$ cat src/rtl/cmo_pkg.sv
package cmo_pkg;
  typedef enum logic [1:0] {
    ACT_NONE   = 2'b00,
    ACT_LOW    = 2'b01,
    ACT_HIGH   = 2'b10,
    ACT_TOGGLE = 2'b11
  } act_t;

  localparam int unsigned REG_CTRL  = 0;
  localparam int unsigned REG_COUNT = 1;
  localparam int unsigned REG_FLAG  = 2;
  localparam int unsigned REG_IEN   = 3;
  localparam int unsigned REG_MODE  = 4;
  localparam int unsigned CMP_BASE  = 8;

  function automatic logic pin_after_hit(act_t act, logic cur);
    case (act)
      ACT_LOW:    return 1'b0;
      ACT_HIGH:   return 1'b1;
      ACT_TOGGLE: return ~cur;
      default:    return cur;
    endcase
  endfunction

  function automatic logic slot_hits(logic step, logic equal, act_t act);
    return step && equal && (act != ACT_NONE);
  endfunction
endpackage

$ cat src/rtl/cmo_counter.sv
module cmo_counter #(
  parameter int unsigned CNT_W = 16
) (
  input  logic             clk,
  input  logic             rst_n,
  input  logic             step,
  input  logic             load,
  input  logic [CNT_W-1:0] load_val,
  output logic [CNT_W-1:0] cnt
);
  always_ff @(posedge clk or negedge rst_n) begin
    if (!rst_n)      cnt <= '0;
    else if (load)   cnt <= load_val;
    else if (step)   cnt <= cnt + 1'b1;
  end
endmodule

$ cat src/rtl/cmo_slot.sv
module cmo_slot
  import cmo_pkg::*;
#(
  parameter int unsigned CNT_W = 16
) (
  input  logic             clk,
  input  logic             rst_n,
  input  logic             step,
  input  logic [CNT_W-1:0] cnt,
  input  logic [CNT_W-1:0] cmp_val,
  input  act_t             act,
  input  logic             flag_clr,
  output logic             hit,
  output logic             flag,
  output logic             pin
);
  logic equal;
  assign equal = (cnt == cmp_val);
  assign hit   = slot_hits(step, equal, act);

  always_ff @(posedge clk or negedge rst_n) begin
    if (!rst_n)        flag <= 1'b0;
    else if (hit)      flag <= 1'b1;
    else if (flag_clr) flag <= 1'b0;
  end

  always_ff @(posedge clk or negedge rst_n) begin
    if (!rst_n)   pin <= 1'b0;
    else if (hit) pin <= pin_after_hit(act, pin);
  end
endmodule

$ cat src/rtl/cmo_unit.sv
module cmo_unit
  import cmo_pkg::*;
#(
  parameter int unsigned NUM_CMP = 8,
  parameter int unsigned CNT_W   = 16,
  parameter int unsigned ADDR_W  = 4
) (
  input  logic               clk,
  input  logic               rst_n,
  input  logic               tick,
  input  logic               wr_en,
  input  logic [ADDR_W-1:0]  addr,
  input  logic [CNT_W-1:0]   wdata,
  output logic [CNT_W-1:0]   rdata,
  output logic [NUM_CMP-1:0] pins,
  output logic               irq
);
  localparam int unsigned MODE_W = 2 * NUM_CMP;

  logic               run;
  logic [CNT_W-1:0]   cnt;
  logic               step;
  logic               cnt_ld;
  logic [NUM_CMP-1:0] ien;
  logic [MODE_W-1:0]  mode_reg;
  logic [CNT_W-1:0]   cmp_q [NUM_CMP];
  logic [NUM_CMP-1:0] hit;
  logic [NUM_CMP-1:0] flags;
  logic [NUM_CMP-1:0] flag_clr;

  assign step     = run && tick;
  assign cnt_ld   = wr_en && (addr == ADDR_W'(REG_COUNT));
  assign flag_clr = (wr_en && (addr == ADDR_W'(REG_FLAG))) ? wdata[NUM_CMP-1:0] : '0;

  always_ff @(posedge clk or negedge rst_n) begin
    if (!rst_n) begin
      run      <= 1'b0;
      ien      <= '0;
      mode_reg <= '0;
    end else if (wr_en) begin
      if (addr == ADDR_W'(REG_CTRL)) run      <= wdata[0];
      if (addr == ADDR_W'(REG_IEN))  ien      <= wdata[NUM_CMP-1:0];
      if (addr == ADDR_W'(REG_MODE)) mode_reg <= wdata[MODE_W-1:0];
    end
  end

  cmo_counter #(.CNT_W(CNT_W)) u_cnt (
    .clk(clk), .rst_n(rst_n), .step(step), .load(cnt_ld),
    .load_val(wdata), .cnt(cnt)
  );

  for (genvar i = 0; i < NUM_CMP; i++) begin : g_slot
    logic cmp_we;
    assign cmp_we = wr_en && (addr == ADDR_W'(CMP_BASE + i));

    always_ff @(posedge clk or negedge rst_n) begin
      if (!rst_n)      cmp_q[i] <= '0;
      else if (cmp_we) cmp_q[i] <= wdata;
    end

    cmo_slot #(.CNT_W(CNT_W)) u_slot (
      .clk(clk), .rst_n(rst_n), .step(step), .cnt(cnt),
      .cmp_val(cmp_q[i]), .act(act_t'(mode_reg[2*i +: 2])),
      .flag_clr(flag_clr[i]), .hit(hit[i]), .flag(flags[i]), .pin(pins[i])
    );
  end

  assign irq = |(flags & ien);

  always_comb begin
    rdata = '0;
    if (addr == ADDR_W'(REG_CTRL))       rdata[0] = run;
    else if (addr == ADDR_W'(REG_COUNT)) rdata = cnt;
    else if (addr == ADDR_W'(REG_FLAG))  rdata[NUM_CMP-1:0] = flags;
    else if (addr == ADDR_W'(REG_IEN))   rdata[NUM_CMP-1:0] = ien;
    else if (addr == ADDR_W'(REG_MODE))  rdata[MODE_W-1:0] = mode_reg;
    else begin
      for (int k = 0; k < NUM_CMP; k++)
        if (addr == ADDR_W'(CMP_BASE + k)) rdata = cmp_q[k];
    end
  end
endmodule

$ cat config.mk
export PLATFORM = sky130hd
export DESIGN_NAME = cmo_unit
export DESIGN_NICKNAME = d
export VERILOG_FILES = /design/src/rtl/cmo_pkg.sv /design/src/rtl/cmo_counter.sv /design/src/rtl/cmo_slot.sv /design/src/rtl/cmo_unit.sv
export SDC_FILE = /design/constraint.sdc
export NUM_CORES = 1
export LEC_CHECK = 0
export BUFFER_PORTS_ARGS = -buffer_cell sky130_fd_sc_hd__buf_2
export CORE_MARGIN = 4
export CORE_UTILIZATION = 25
export DETAILED_ROUTE_END_ITERATION = 16
export GPL_TIMING_DRIVEN = 0
export MAX_ROUTING_LAYER = met4
export PLACE_DENSITY_LB_ADDON = 0.2
export SYNTH_ARGS = -nofsm -noshare
export SYNTH_HDL_FRONTEND = slang
export SYNTH_SLANG_ARGS = --single-unit
$ cat constraint.sdc
create_clock -name clk -period 1.8 [get_ports clk]
set_input_delay 0.18 -clock clk [delete_from_list [all_inputs] [get_ports clk]]
set_output_delay 0.18 -clock clk [all_outputs]
set_load 0.02 [all_outputs]
==> flow_metrics.env <==
export IMPL_outcome="finished with violations"
export IMPL_violations="negative setup slack"
export IMPL_syn_inst=1006
export IMPL_setup_violations_final=24
export IMPL_hp_class="in -> reg"
export IMPL_buffer_ports_inserted=37
export IMPL_track_usage=0.194
export IMPL_drt_iter0_markers=962
export IMPL_synth_cell_types=62
export IMPL_die_h_um=216
export IMPL_commonest_non_fill_non_tap_cell_in_the_layout="sky130_fd_sc_hd__dfrtp_1"
export IMPL_timing_fmax_ghz=0.480
export IMPL_drt_first_pass_iters=5
export IMPL_finalWirelength_um=44900
export IMPL_dpl_hpwl_um=32800
export IMPL_global_route_wire_length_before_repair_um=64600
export IMPL_ant_nets=0
export IMPL_effective_utilization_at_floorplan=0.255
export IMPL_cts_root_buffer="sky130_fd_sc_hd__clkbuf_16"
export IMPL_antenna_violations_before_repair=0
export IMPL_layout_common_cells="sky130_fd_sc_hd__dfrtp_1 (164), sky130_fd_sc_hd__mux2_2 (157), sky130_fd_sc_hd__buf_4 (109)"
export IMPL_final_net_count=1198
export IMPL_power_per_cell_area_nw_per_um2=1250
export IMPL_drt_drc_violations_left=0
export IMPL_share_of_cells_above_drive_strength_1=0.465
export IMPL_crit_path_start_kind="flip-flop"
export IMPL_drv_slew=0
export IMPL_synth_top_cell_area_share=0.430
export IMPL_multi_input_area_sq_um=6520
export IMPL_criticalPathCategory="reg -> out"
export IMPL_rows=75
export IMPL_seqCellArea_sq_um=4660
export IMPL_yosysSeqAreaShare=0.430
export IMPL_transition_time_at_the_pin_with_the_least_slew_margin_ps=760
export IMPL_maximum_number_of_pins_on_one_net_before_global_route_repair=100
export IMPL_cts_path_max_buffers=2
export IMPL_vias=9113
export IMPL_clk_transition_reported_paths_ps=80
export IMPL_cap_viol_max_count=0
export IMPL_design_die_area_sq_um=46500
export IMPL_floorplan_io_pins=49
export IMPL_die_x_um=216
export IMPL_setup_repair_after_global_routing_missed_its_margin="true"
export IMPL_worst_endpoint_required_ps=1620
export IMPL_gr_total_overflow=0
export IMPL_syn2layout_area_growth_pct=35.1
export IMPL_synth_ff_type="sky130_fd_sc_hd__dfrtp_1"
export IMPL_hold_viol_final=0
export IMPL_worst_skew_pair_later_pin_latency_ps=460
export IMPL_critical_path_endpoint_type="output port"
export IMPL_cts_buffers=17
export IMPL_synthesis_area_sq_um=10800
export IMPL_finalClockSkew_ps=14.1
export IMPL_mappedNetlistNets=1031
export IMPL_synth_avg_cell_area_sq_um=10.7
export IMPL_ys_warn_count=0
export IMPL_cts_htree_levels=4
export IMPL_wl_per_instance_um=25.5
export IMPL_tritoncts="yes"
export IMPL_period_minus_slack_ps=2080
export IMPL_cts_num_sinks=185
export IMPL_final_period_utilization=1.16
export IMPL_synth_enable_flop_cells=0
export IMPL_gp_congestion=0.976
export IMPL_synth_async_sr_flop_share=1.00
export IMPL_final_hold_worst_slack_ps=119
export IMPL_post_synth_top_area_cell="sky130_fd_sc_hd__dfrtp_1"
export IMPL_antenna_cells_inserted=0
export IMPL_largest_cells_by_area_after_synthesis="sky130_fd_sc_hd__dfrtp_1 (43%), sky130_fd_sc_hd__mux2_2 (17%), sky130_fd_sc_hd__xor2_1 (8.9%), sky130_fd_sc_hd__xnor2_1 (2.8%), sky130_fd_sc_hd__nand2_1 (2.4%)"
export IMPL_ir_drop_mv=0.786
export IMPL_largest_register_ffs=128
export IMPL_timing_max_slew_rel_slack=0.491
export IMPL_detailedPlace_worstSlack_ps=-985
export IMPL_p_leak_nw=6.02
export IMPL_timing_final_ws_setup_ps=-285
export IMPL_data_arrival_time_at_the_worst_slack_endpoint_ps=1900
export IMPL_fillers=4228
export IMPL_placeable_core_region_sq_um=42300
export IMPL_route_detailed_vias_per_inst=5.17
export IMPL_worstPathMaxFanout=3
export IMPL_grt_pass1_vias=8934
export IMPL_register_bit_count_reported_by_yosys=185
-- final cells by class --
class | instances | share of cell area
inverters | 6 | 0.00189
multi-input cells | 724 | 0.448
plain buffers | 88 | 0.0523
clock inverters | 14 | 0.00850
well taps | 577 | 0.0496
clock buffers | 18 | 0.0295
repair buffers | 151 | 0.0909
flip-flops and latches | 185 | 0.320
-- power by group --
part	internal, W	switching, W
logic	0.00399	0.00417
registers	0.00512	0.00119
clock network	0.00191	0.00179
-- Yosys cell counts (all sizes together) (2+ instances only) --
cell	instances
clkbuf	29
o21ai	35
a221oi	7
xnor2	34
nand4b	2
nor2b	9
or2	2
buf	62
mux4	6
o221ai	5
xor2	109
mux2	159
o31ai	5
nor3	19
dfrtp	185
a31oi	4
o211ai	6
and2	3
and3	5
a211oi	2
nand2	70
a21oi	50
a22oi	14
o22ai	4
o32ai	2
a22o	20
mux2i	15
nand3	22
nand4	20
nor4	24
inv	5
nor2	44
a21boi	8
-- path summary, 6_finish.rpt --
kind / end / slack [ps] / from / depth (start not counted)
min reg2reg: g_slot[5].u_slot.pin / 530 / g_slot[5].u_slot.pin / 1
min: cmp_q[28] / 120 / wdata[12] / 3
max: rdata[0] / -280 / cmp_q[32] / 6
max in group asynchronous: u_cnt.cnt[13] / 510 / rst_n / 3
min in group asynchronous: mode_reg[2] / 290 / rst_n / 2
max reg2reg: g_slot[3].u_slot.pin / -160 / u_cnt.cnt[9] / 8
-- layer usage --
layer  vias to the layer above  global-route usage  share of wire
li1                       3944                   -              -
met1                      4725               0.266           0.46
met2                       367               0.296           0.46
met3                        77              0.0276          0.051
met4                         0              0.0674          0.035
met5                         -                   -              0
-- worst max-delay path, stage by stage, from the launching register on --
cell                        delay (ps)
sky130_fd_sc_hd__dfrtp_1           410
sky130_fd_sc_hd__mux2i_1           110
sky130_fd_sc_hd__o311ai_1          330
sky130_fd_sc_hd__a21oi_2           130
sky130_fd_sc_hd__buf_4             150
sky130_fd_sc_hd__o2bb2ai_2         180
sky130_fd_sc_hd__buf_6             140
-- repair_timing --
item                       CTS  global route
setup buffers               70            34
resized for setup          212           107
hold endpoints to repair   103             0
pin swaps                   49            51
hold buffers                 9             0
setup endpoints to repair   47            49
-- cells by family (layout without fill, tap and decap cells) --
group / after synthesis / count (layout) / synth area share
simple gates: 226 / 226 / 0.106
flops: 185 / 185 / 0.430
mux: 180 / 180 / 0.193
compound gates: 174 / 174 / 0.106
xor+xnor: 143 / 143 / 0.116
buf+inv: 97 / 277 / 0.0486
fa+ha+maj: 1 / 1 / 0.00116
-- stage by stage --
step / std cells / util / total power [W] / area (sq um) / setup TNS [ps]
after global routing: 1763 / 0.344 / 0.0188 / 14600 / -5210
after floorplan: 1006 / - / 0.00939 / 10800 / 0
after global placement: 1620 / 0.276 / 0.0115 / 11700 / -576340
final: 1763 / 0.344 / 0.0182 / 14600 / -4050
after CTS: 1730 / 0.326 / 0.0171 / 13800 / -4390
after detailed placement: 1621 / 0.277 / 0.0116 / 11700 / -61000
No activity file was read; power rests on OpenSTA's default activity.
